==> src/rtl/alias_bank_pkg.sv <==
package alias_bank_pkg;

  // The operation code is the same as the slot offset inside a group.
  typedef enum logic [1:0] {
    OP_WRITE = 2'd0,
    OP_SET   = 2'd1,
    OP_CLR   = 2'd2,
    OP_TOG   = 2'd3
  } bankOp_e;

  typedef struct packed {
    logic    act;
    logic    wr;
    logic    err;
    bankOp_e op;
  } bankStrb_t;

  localparam logic [31:0] LOCK_BIT = 32'h8000_0000;

  // Reset value of each register number, before the lock bit is applied.
  function automatic logic [31:0] baseReset(input int k);
    case (k)
      0:       baseReset = 32'h0001_3001;
      1:       baseReset = 32'h1018_101B;
      2:       baseReset = 32'h0001_2000;
      4:       baseReset = 32'h0000_0012;
      default: baseReset = 32'h0000_0000;
    endcase
  endfunction

endpackage

==> src/rtl/alias_bank_ctrl.sv <==
module alias_bank_ctrl
  import alias_bank_pkg::*;
#(
  parameter int ADDR_W     = 8,
  parameter int NUM_GROUPS = 4,
  parameter int NUM_PLAIN  = 2,
  parameter int SEL_W      = 3
) (
  input  logic              clk,
  input  logic              rstN,
  input  logic              busValid,
  input  logic              busWrite,
  input  logic [ADDR_W-1:0] busAddr,
  input  logic [3:0]        busByteEn,
  output bankStrb_t         strb,
  output logic [SEL_W-1:0]  regSel
);
  localparam int IDX_W     = ADDR_W - 2;
  localparam int ALIAS_END = 4 * NUM_GROUPS;
  localparam int NSLOT     = ALIAS_END + NUM_PLAIN;

  logic [IDX_W-1:0] wordIdx;
  logic [31:0]      idxWide;

  assign wordIdx = busAddr[ADDR_W-1:2];
  assign idxWide = 32'(wordIdx);

  always_comb begin
    strb.act = busValid;
    strb.wr  = busWrite;
    strb.err = (busAddr[1:0] != 2'b00) || (busByteEn != 4'hF) ||
               (idxWide >= 32'(NSLOT));
    if (idxWide < 32'(ALIAS_END)) begin
      regSel  = SEL_W'(idxWide >> 2);
      strb.op = bankOp_e'(idxWide[1:0]);
    end else begin
      regSel  = SEL_W'(idxWide - 32'(ALIAS_END) + 32'(NUM_GROUPS));
      strb.op = OP_WRITE;
    end
  end

  AST_PARTIAL_ERR: assert property (@(posedge clk) disable iff (!rstN)
    (busValid && busByteEn != 4'hF) |-> strb.err) else $error("AST_PARTIAL_ERR");
  AST_MISALIGN_ERR: assert property (@(posedge clk) disable iff (!rstN)
    (busValid && busAddr[1:0] != 2'b00) |-> strb.err) else $error("AST_MISALIGN_ERR");

endmodule

==> src/rtl/alias_bank_data.sv <==
module alias_bank_data
  import alias_bank_pkg::*;
#(
  parameter int NUM_GROUPS = 4,
  parameter int NUM_PLAIN  = 2,
  parameter int SEL_W      = 3,
  parameter logic [NUM_GROUPS-1:0] LOCK_MASK = '1
) (
  input  logic                                 clk,
  input  logic                                 rstN,
  input  bankStrb_t                            strb,
  input  logic [SEL_W-1:0]                     regSel,
  input  logic [31:0]                          wdata,
  output logic [31:0]                          rdata,
  output logic                                 ready,
  output logic                                 err,
  output logic [(NUM_GROUPS+NUM_PLAIN)*32-1:0] regFile
);
  localparam int NREG = NUM_GROUPS + NUM_PLAIN;
  localparam logic [NREG-1:0] LOCK_EXT = NREG'(LOCK_MASK);

  logic [31:0] regArr [NREG];
  logic [31:0] selOld;
  logic        wrOk;

  assign wrOk   = strb.act && strb.wr && !strb.err;
  assign selOld = regArr[regSel];

  for (genvar k = 0; k < NREG; k++) begin : gReg
    localparam logic [31:0] RST_VAL = baseReset(k) | (LOCK_EXT[k] ? LOCK_BIT : 32'h0);
    logic [31:0] nextVal;
    always_comb begin
      case (strb.op)
        OP_SET:  nextVal = regArr[k] | wdata;
        OP_CLR:  nextVal = regArr[k] & ~wdata;
        OP_TOG:  nextVal = regArr[k] ^ wdata;
        default: nextVal = wdata;
      endcase
    end
    always_ff @(posedge clk) begin
      if (!rstN)                               regArr[k] <= RST_VAL;
      else if (wrOk && regSel == SEL_W'(k))    regArr[k] <= nextVal;
    end
    assign regFile[32*k +: 32] = regArr[k];
  end

  always_ff @(posedge clk) begin
    if (!rstN) begin
      ready <= 1'b0;
      err   <= 1'b0;
      rdata <= '0;
    end else begin
      ready <= strb.act;
      err   <= strb.act && strb.err;
      rdata <= (strb.act && !strb.wr && !strb.err) ? selOld : 32'h0;
    end
  end

  AST_SET_OR: assert property (@(posedge clk) disable iff (!rstN)
    (wrOk && strb.op == OP_SET) |=> ((regArr[$past(regSel)] & $past(wdata)) == $past(wdata)))
    else $error("AST_SET_OR");
  AST_CLR_ZERO: assert property (@(posedge clk) disable iff (!rstN)
    (wrOk && strb.op == OP_CLR) |=> ((regArr[$past(regSel)] & $past(wdata)) == 32'h0))
    else $error("AST_CLR_ZERO");
  AST_TOG_FLIP: assert property (@(posedge clk) disable iff (!rstN)
    (wrOk && strb.op == OP_TOG) |=> ((regArr[$past(regSel)] ^ $past(selOld)) == $past(wdata)))
    else $error("AST_TOG_FLIP");
  AST_ERR_HOLD: assert property (@(posedge clk) disable iff (!rstN)
    (strb.act && strb.err) |=> $stable(regFile)) else $error("AST_ERR_HOLD");
  AST_RESP_NEXT: assert property (@(posedge clk) disable iff (!rstN)
    strb.act |=> ready) else $error("AST_RESP_NEXT");
  AST_NO_SPURIOUS: assert property (@(posedge clk) disable iff (!rstN)
    !strb.act |=> !ready) else $error("AST_NO_SPURIOUS");

endmodule

==> src/rtl/setclr_reg_bank.sv <==
module setclr_reg_bank
  import alias_bank_pkg::*;
#(
  parameter int ADDR_W     = 8,
  parameter int NUM_GROUPS = 4,
  parameter int NUM_PLAIN  = 2,
  parameter logic [NUM_GROUPS-1:0] LOCK_MASK = 4'b0101
) (
  input  logic                                 clk,
  input  logic                                 rstN,
  input  logic                                 busValid,
  input  logic                                 busWrite,
  input  logic [ADDR_W-1:0]                    busAddr,
  input  logic [3:0]                           busByteEn,
  input  logic [31:0]                          busWdata,
  output logic [31:0]                          busRdata,
  output logic                                 busReady,
  output logic                                 busError,
  output logic [(NUM_GROUPS+NUM_PLAIN)*32-1:0] regFile
);
  localparam int NREG  = NUM_GROUPS + NUM_PLAIN;
  localparam int SEL_W = (NREG > 1) ? $clog2(NREG) : 1;

  bankStrb_t        strb;
  logic [SEL_W-1:0] regSel;

  alias_bank_ctrl #(
    .ADDR_W(ADDR_W), .NUM_GROUPS(NUM_GROUPS), .NUM_PLAIN(NUM_PLAIN), .SEL_W(SEL_W)
  ) uCtrl (
    .clk(clk), .rstN(rstN), .busValid(busValid), .busWrite(busWrite),
    .busAddr(busAddr), .busByteEn(busByteEn), .strb(strb), .regSel(regSel)
  );

  alias_bank_data #(
    .NUM_GROUPS(NUM_GROUPS), .NUM_PLAIN(NUM_PLAIN), .SEL_W(SEL_W), .LOCK_MASK(LOCK_MASK)
  ) uData (
    .clk(clk), .rstN(rstN), .strb(strb), .regSel(regSel), .wdata(busWdata),
    .rdata(busRdata), .ready(busReady), .err(busError), .regFile(regFile)
  );

endmodule

==> config.mk <==
export PLATFORM = sky130hd
export DESIGN_NAME = setclr_reg_bank
export DESIGN_NICKNAME = d
export VERILOG_FILES = /design/src/rtl/alias_bank_pkg.sv /design/src/rtl/alias_bank_ctrl.sv /design/src/rtl/alias_bank_data.sv /design/src/rtl/setclr_reg_bank.sv
export SDC_FILE = /design/constraint.sdc
export NUM_CORES = 1
export LEC_CHECK = 0
export BUFFER_PORTS_ARGS = -buffer_cell sky130_fd_sc_hd__clkbuf_2
export CORE_ASPECT_RATIO = 1.75
export CORE_MARGIN = 5
export CORE_UTILIZATION = 40
export CTS_CLUSTER_SIZE = 14
export DETAILED_ROUTE_END_ITERATION = 8
export SETUP_SLACK_MARGIN = 0.1
export SLEW_MARGIN = 20
export SYNTH_ARGS = -nofsm -noshare
export SYNTH_HDL_FRONTEND = slang
export SYNTH_HIERARCHICAL = 1
export SYNTH_SLANG_ARGS = --single-unit
==> constraint.sdc <==
create_clock -name clk -period 13 [get_ports clk]
set_clock_uncertainty 0.05 [all_clocks]
set_input_delay 2.6 -clock clk [delete_from_list [all_inputs] [get_ports clk]]
set_output_delay 2.6 -clock clk [all_outputs]
set_load 0.02 [all_outputs]
Yosys cells after proc, flatten, opt, wreduce, memory -nomap -nowiden
Memories as Yosys holds them, arrays and structs flattened. A register that Yosys moved wholly into a read port is not among the register bits.
Index checks and enable logic that the tools add are counted.
{"block": "classes", "n_addsub": 2, "eq_ne": 9, "reduce_logical": 19, "bitwise_logic": 25, "mux": 33, "order_cmp": 2}
{"cell": "$pmux 32 s3", "n": 6}
{"cell": "$and 32x32->32", "n": 6}
{"cell": "$mux 32", "n": 6}
{"cell": "$or 32x32->32", "n": 6}
{"cell": "$xor 32x32->32", "n": 6}
{"cell": "$not 32->32", "n": 1}
{"cell": "$mux 1", "n": 19}
{"cell": "$logic_and 1x1->1", "n": 11}
{"cell": "$eq 3x2->1 const B", "n": 2}
{"cell": "$eq 3x3->1 const B", "n": 2}
{"cell": "$ge 6x5->1 const B", "n": 1}
{"cell": "$lt 6x5->1 const B", "n": 1}
{"cell": "$or 1x1->1", "n": 6}
{"cell": "$eq 2x2->1 const B", "n": 2}
{"cell": "$ne 4x4->1 const B", "n": 1}
{"cell": "$add 3x3->3 const B", "n": 1}
{"cell": "$eq 3x1->1 const B", "n": 1}
{"cell": "$logic_not 1->1", "n": 3}
{"cell": "$logic_not 3->1", "n": 1}
{"cell": "$mux 3", "n": 1}
{"cell": "$sub 3x1->3 const B", "n": 1}
{"cell": "$eq 2x1->1 const B", "n": 1}
{"cell": "$logic_or 1x1->1", "n": 2}
{"cell": "$mux 2", "n": 1}
{"cell": "2 further kinds", "n": 2}
{"block": "totals", "reg_bits": 2, "word_cells": 93, "mem_bits_rw": 192, "memories": 1, "input_bits": 48, "output_inout_bits": 226}
{"memory": "uData.regArr", "depth": 6, "word_bits": 32, "read_ports": 7, "rd_ports_with_merged_regs": 1, "write_ports": 6, "line": "alias_bank_data.sv:22", "source": "logic [31:0] regArr [NREG];"}

Depth between registers and ports, before layout
Gate-level depths: netlist (run 1).
{"block": "depth", "ltp_word": 10, "depth_mapped": 9, "ltp_nobuf": 5}

Hierarchy
The synthesis (run 1) kept the hierarchy.
{"mod": "alias_bank_data", "cells_per_inst": 1933, "seq_area_each_um2": 6446.2, "n_inst": 1, "area_each_um2": 19378.6}
{"mod": "alias_bank_ctrl", "cells_per_inst": 12, "seq_area_each_um2": 0.0, "n_inst": 1, "area_each_um2": 102.6}

Worst setup path before layout (run 1)
OpenSTA, ideal clock, no wires.
{"block": "synth_path", "kind": "in2reg", "start": "input port busAddr[6]", "end": "memory uData.regArr[0][0] (enable)", "setup_slack_ns": 6.518, "t_arrival_ns": 5.963, "n_path_buf": 3, "cell_stages": 6, "path_cell_list": "nor2_4 -> mux2_4 -> buf_2 -> buf_2 -> buf_2 -> o31ai_1"}
{"item": "start, declared", "line": "setclr_reg_bank.sv:13", "source": "input logic [ADDR_W-1:0] busAddr,"}
{"item": "end, declared", "line": "alias_bank_data.sv:22"}

==> impl_metrics.csv, run 1 <==
group,metric,value,unit
route,firstDrtPassIters,5,
synthesis,syn_avg_cell_area,10.0,sq um
synthesis,async_reset_ff_share,0,%
die,start_util,40.2,%
timing,maxSlewViolCount,0,
global_route,grt_overflow,0,
timing,tightest_slew,1.05,ns
route,drc,0,
timing,fin_crit,5.84,ns
placement,io_buffers,273,
clocking,cts_tree,"yes",
route,wire_per_inst,22.0,um
worst_setup_path,required,13.24,ns
clocking,cts_root_buffer,"clkbuf_16",
worst_setup_path,crit_arrival,6.09,ns
timing,grt_setup_unrepaired,"no",
worst_setup_path,path_buf_inv,3,
placement,place.gp.congestion,0.809,
clocking,clk_latency,0.55,ns
status,status,"finished clean",
timing,finalCritPeriodShare,45.0,%
worst_setup_path,critPathKind,"input port to register",
power,peakVddDrop,0.0776,mV
worst_setup_path,slowest_delay,0.84,ns
die,dieArea,0.0534,sq mm
clocking,clk_pin_slew,0.07,ns
global_route,grtUsageTotal,22.3,%
placement,placed_cells,2748,
synthesis,synth-warning-count,6,
timing,finalSetupViolations,0,
timing,hold_slack,0.640,ns
die,std_cell_rows,107,
global_route,busiest_layer,"met2",
cells_and_area,area_growth,13.6,%
synthesis,synth-seq-cells,226,
synthesis,synth_cells,1945,
route,drtIter0Drc,1079,
timing,timing.slew.headroom,30.0,%
worst_setup_path,cp_top_family,"buffers and inverters",
global_route,antenna_found_initial,3,
global_route,grt_max_degree,177,
synthesis,ys_seq_area_share,33.1,%
timing,hold_viol,0,
route,wl,61700,um
cells_and_area,drive_above_1_share,18.5,%
power,p_per_area,89.7,mW/mm^2
clocking,ctsResizeCount,0,
die,die_w,177,um
worst_setup_path,cp_cell_sequence,"clkbuf_2, nor2_4, and2_4, buf_4, buf_4, mux4_2, or2_2",
synthesis,ys.flop_type,"edfxtp_1",
die,dieHeight,302,um
worst_setup_path,cp_common_cell,"buf_4",
synthesis,synth.net_count,2377,
clocking,htree_levels,1,
global_route,grtUsageMet2,38.2,%
worst_setup_path,slowest_stage,"buf_4",
route,vias,15700,
global_route,grt_pass1_wl,94000,um
die,io-pin-count,274,
clocking,cts_made_buffers,27,
synthesis,ys_types,39,
timing,max_freq,171,MHz
synthesis,synth-edff-count,192,
clocking,cts.sinks,226,
timing,fin_setup_tns,0,ns
global_route,grt_pass1_vias,15800,
global_route,use_met3,3.46,%
worst_setup_path,start_kind,"input port",
global_route,met1_usage,27.8,%
synthesis,synth_area,0.0195,sq mm
cells_and_area,final_cells,2799,
route,ant_nets,0,
clocking,cts_setup_buffers,0,
die,core_area,0.0485,sq mm
power,power_leakage,9.68,nW
worst_setup_path,end_kind,"register",
hold_path,hp-class,"register to register",
clocking,clk_path_buf_depth,3,
worst_setup_path,crit_fanout,98,
route,post_drt_via_cell_ratio,5.62,
run,maxCapViolCount,0,
clocking,ctsHoldBuffers,0,
power,power.total,0.00199,W
cells_and_area,nets,2555,
placement,hpwlAfterDp,40600,um
## power by group
part | total (W) | internal (W) | switching [W]
clock network | 0.000812 | 0.000481 | 0.000331
registers | 0.000831 | 0.000803 | 0.0000282
logic | 0.000342 | 0.000118 | 0.000224
## layout by cell type, fill, tap and decap left out, types with 32 or more instances in the layout
cell      count
ha_1        384
a211oi_1    338
clkbuf_2    273
inv_1       262
edfxtp_1    192
nor2_1      157
a21oi_1     153
nor2b_1      85
mux4_2       38
dfxtp_1      34
mux2i_1      33
o22ai_1      32
## Yosys cell counts (2+ instances only)
library cell	count	area share, %
nand2_1	6	0.12
o31ai_1	2	0.077
o22ai_1	32	1.0
dfxtp_1	34	3.5
edfxtp_1	192	30
mux2i_1	33	1.7
nor2_1	157	3.0
buf_1	6	0.12
mux4_2	38	4.4
and2_2	2	0.077
buf_4	12	0.46
ha_1	384	25
or2_1	15	0.48
nand3_1	2	0.051
o21ai_0	5	0.13
a211oi_1	338	13
nand2b_1	3	0.096
nor2b_1	86	2.8
nand4_1	3	0.096
nand4b_1	2	0.090
a2111oi_0	22	0.99
clkbuf_1	51	0.98
buf_2	73	1.9
mux2_4	2	0.15
or2_2	3	0.096
inv_1	262	5.0
a2111oi_1	10	0.51
a21oi_1	153	3.9
buf_6	7	0.40
## logic make-up after synthesis
group | after synthesis | synth area share [%]
simple gates | 288 | 7.38
buf+inv | 411 | 8.89
compound gates | 563 | 19.7
mux | 73 | 6.24
flops | 226 | 33.1
fa+ha+maj | 384 | 24.7
## routing by layer
metal / vias to the layer above / routed length, um
met2: 535 / 30000
met5: - / 0
met4: 0 / 2800
li1: 7408 / -
met3: 121 / 3750
met1: 7677 / 25200
## stage by stage
stage	utilization (%)	setup slack, ns	cell area, sq um
after detailed placement	43.8	6.57	21200
after CTS	45.6	7.17	22100
final	45.7	7.16	22100
after floorplan	-	6.52	19500
after global routing	45.7	6.87	22100
after global placement	43.8	6.65	21200
## final timing paths
path	from	endpoint	slack (ns)	depth (start not counted)
hold reg to reg	uData/regArr[4][11]	uData/rdata[11]	0.64	2
setup / recovery	busAddr[7]	uData/regArr[1][28]	7.16	7
setup reg to reg	uData/regArr[1][28]	uData/regArr[1][28]	11.12	4
hold / removal	uData/regArr[4][11]	uData/rdata[11]	0.64	2
## tightest hold or removal path, cell delays in order, from the launching register on
cell and delay (ns):
edfxtp_1 0.44, o22ai_1 0.12, a2111oi_0 0.07
## flip-flops by register name, summed over array words and instances (netlist names)
register      cells
uData/err         1
uData/rdata      32
uData/regArr    192
uData/ready       1
## layout make-up
cell class                      count  area, sq um
Clock inverter                     15          208
Tap cell                          654          818
Multi-Input combinational cell   1308        11400
Antenna cell                        2         5.00
Fill cell                        4597        26300
Clock buffer                       34          702
Timing Repair Buffer              298         1570
Inverter                          262          983
Sequential cell                   226         6450
(Power assumes the default switching activity.)
==> run 2: changes to the inputs <==
- clock period: 13 -> 5.45 ns (I/O delays scaled with it)
==> impl_metrics.csv, run 2 (synthesis gave the netlist of run 1 again) <==
group,metric,value,unit
status,status,"finished clean",
cells_and_area,layout_common_cells,"384 x ha_1, 338 x a211oi_1, 273 x clkbuf_2",
route,wire_per_inst,22.3,um
worst_setup_path,required,5.65,ns
cells_and_area,reg_top3,"uData/regArr (192), uData/rdata (32)",
clocking,cts.sinks,226,
worst_setup_path,crit_arrival,3.97,ns
die,dieArea,0.0534,sq mm
timing,maxSlewViolCount,0,
cells_and_area,final_common_cell,"ha_1",
die,io-pin-count,274,
cells_and_area,largest-register,"uData/regArr",
timing,hold_slack,0.628,ns
run,maxCapViolCount,0,
timing,finalCritPeriodShare,69.1,%
timing,fin_crit,3.77,ns
die,die_w,177,um
clocking,cts_made_buffers,26,
clocking,clk_latency,0.55,ns
power,peakVddDrop,0.186,mV
clocking,cts_root_buffer,"clkbuf_16",
global_route,grt_pass1_vias,15800,
worst_setup_path,critPathKind,"input port to register",
global_route,grt_max_degree,88,
cells_and_area,drive_above_1_share,19.5,%
global_route,grtUsageTotal,22.6,%
clocking,clk_pin_slew,0.06,ns
clocking,ctsHoldBuffers,0,
timing,hold_viol,0,
route,post_drt_via_cell_ratio,5.67,
global_route,grt_pass1_wl,94700,um
power,power_leakage,9.84,nW
worst_setup_path,slowest_delay,0.83,ns
die,std_cell_rows,107,
clocking,cts_tree,"yes",
cells_and_area,area_growth,15.0,%
route,ant_nets,0,
power,p_per_area,213,mW/mm^2
route,vias,16000,
worst_setup_path,crit_fanout,18,
worst_setup_path,cp_top_family,"compound AO/OA/AOI/OAI gates",
timing,max_freq,265,MHz
clocking,ctsResizeCount,0,
die,start_util,40.2,%
clocking,cts_setup_buffers,0,
global_route,grt_overflow,0,
timing,timing.slew.headroom,22.3,%
route,drtIter0Drc,1158,
clocking,htree_levels,1,
placement,place.gp.congestion,0.799,
worst_setup_path,start_kind,"input port",
placement,io_buffers,273,
die,core_area,0.0485,sq mm
cells_and_area,largest_reg_flops,192,
timing,finalSetupViolations,0,
worst_setup_path,end_kind,"register",
worst_setup_path,path_buf_inv,2,
route,drc,0,
timing,tightest_slew,1.16,ns
timing,fin_setup_tns,0,ns
route,firstDrtPassIters,5,
worst_setup_path,slowest_stage,"o21ai_4",
global_route,antenna_found_initial,1,
worst_setup_path,r2r_slack,3.57,ns
hold_path,hp-class,"register to register",
route,wl,62800,um
placement,hpwlAfterDp,44200,um
worst_setup_path,cp_cell_sequence,"clkbuf_2, o31ai_1, nand4_1, nor3b_4, nand2_1, o21ai_4, buf_4",
cells_and_area,nets,2576,
die,dieHeight,302,um
timing,grt_setup_unrepaired,"no",
clocking,clk_path_buf_depth,3,
==> run 2: cell count changes in the layout (fill, tap and decap cells not counted), sizes merged <==
cell and delta:
clkbuf -2, clkinv +2, clkinvlp -1, buf +22
==> run 2: worst paths after layout <==
path,startpoint,to,depth (start not counted)
setup / recovery,busAddr[3],uData/regArr[3][3],7
hold / removal,uData/regArr[4][20],uData/rdata[20],2
setup reg to reg,uData/regArr[0][0],uData/regArr[0][0],4
hold reg to reg,uData/regArr[4][20],uData/rdata[20],2
==> run 2: stage by stage <==
step	std cells	total power (W)	util (%)	setup WS [ns]	cell area, sq um
after floorplan	1945	0.00258	-	0.478	19500
after global placement	2769	0.00281	44.2	1.31	21400
after detailed placement	2770	0.00285	44.3	1.18	21500
after CTS	2818	0.00481	46.2	1.75	22400
after global routing	2818	0.00498	46.2	1.57	22400
final	2820	0.00477	46.2	1.68	22400
==> run 2: layer usage <==
layer  vias to the layer above  routed length (um)  global-route usage [%]  part of all wire (%)
met1                      7841               24600                    27.3                    39
met3                       117                3820                    3.29                   6.1
li1                       7461                   -                       -                     -
met5                         -                   0                       0                     0
met4                         0                3100                    10.5                   4.9
met2                       562               31300                    39.6                    50
==> run 2: final cells by class <==
type                    count  area (sq um)
inverters                 262           983
clock buffers              32           704
diodes                      2          5.00
repair buffers            320          1830
multi-input cells        1308         11400
flip-flops and latches    226          6450
fillers                  4666         26100
clock inverters            16           211
well taps                 654           818
==> run 2: worst register-to-register path, cell delays in order, from the launching register on <==
cell      delay [ns]
edfxtp_1        0.53
inv_1           0.08
ha_1            0.30
mux4_2          0.46
or2_1           0.22
==> run 2: power breakdown <==
| part | total [W] | switching [W] | internal [W] | leakage, nW |
|---|---|---|---|---|
| logic | 0.000838 | 0.000541 | 0.000296 | 7.18 |
| clock network | 0.00194 | 0.000787 | 0.00116 | 0.446 |
| registers | 0.00199 | 0.0000713 | 0.00191 | 2.21 |
| total | 0.00477 | 0.00140 | 0.00337 | 9.84 |
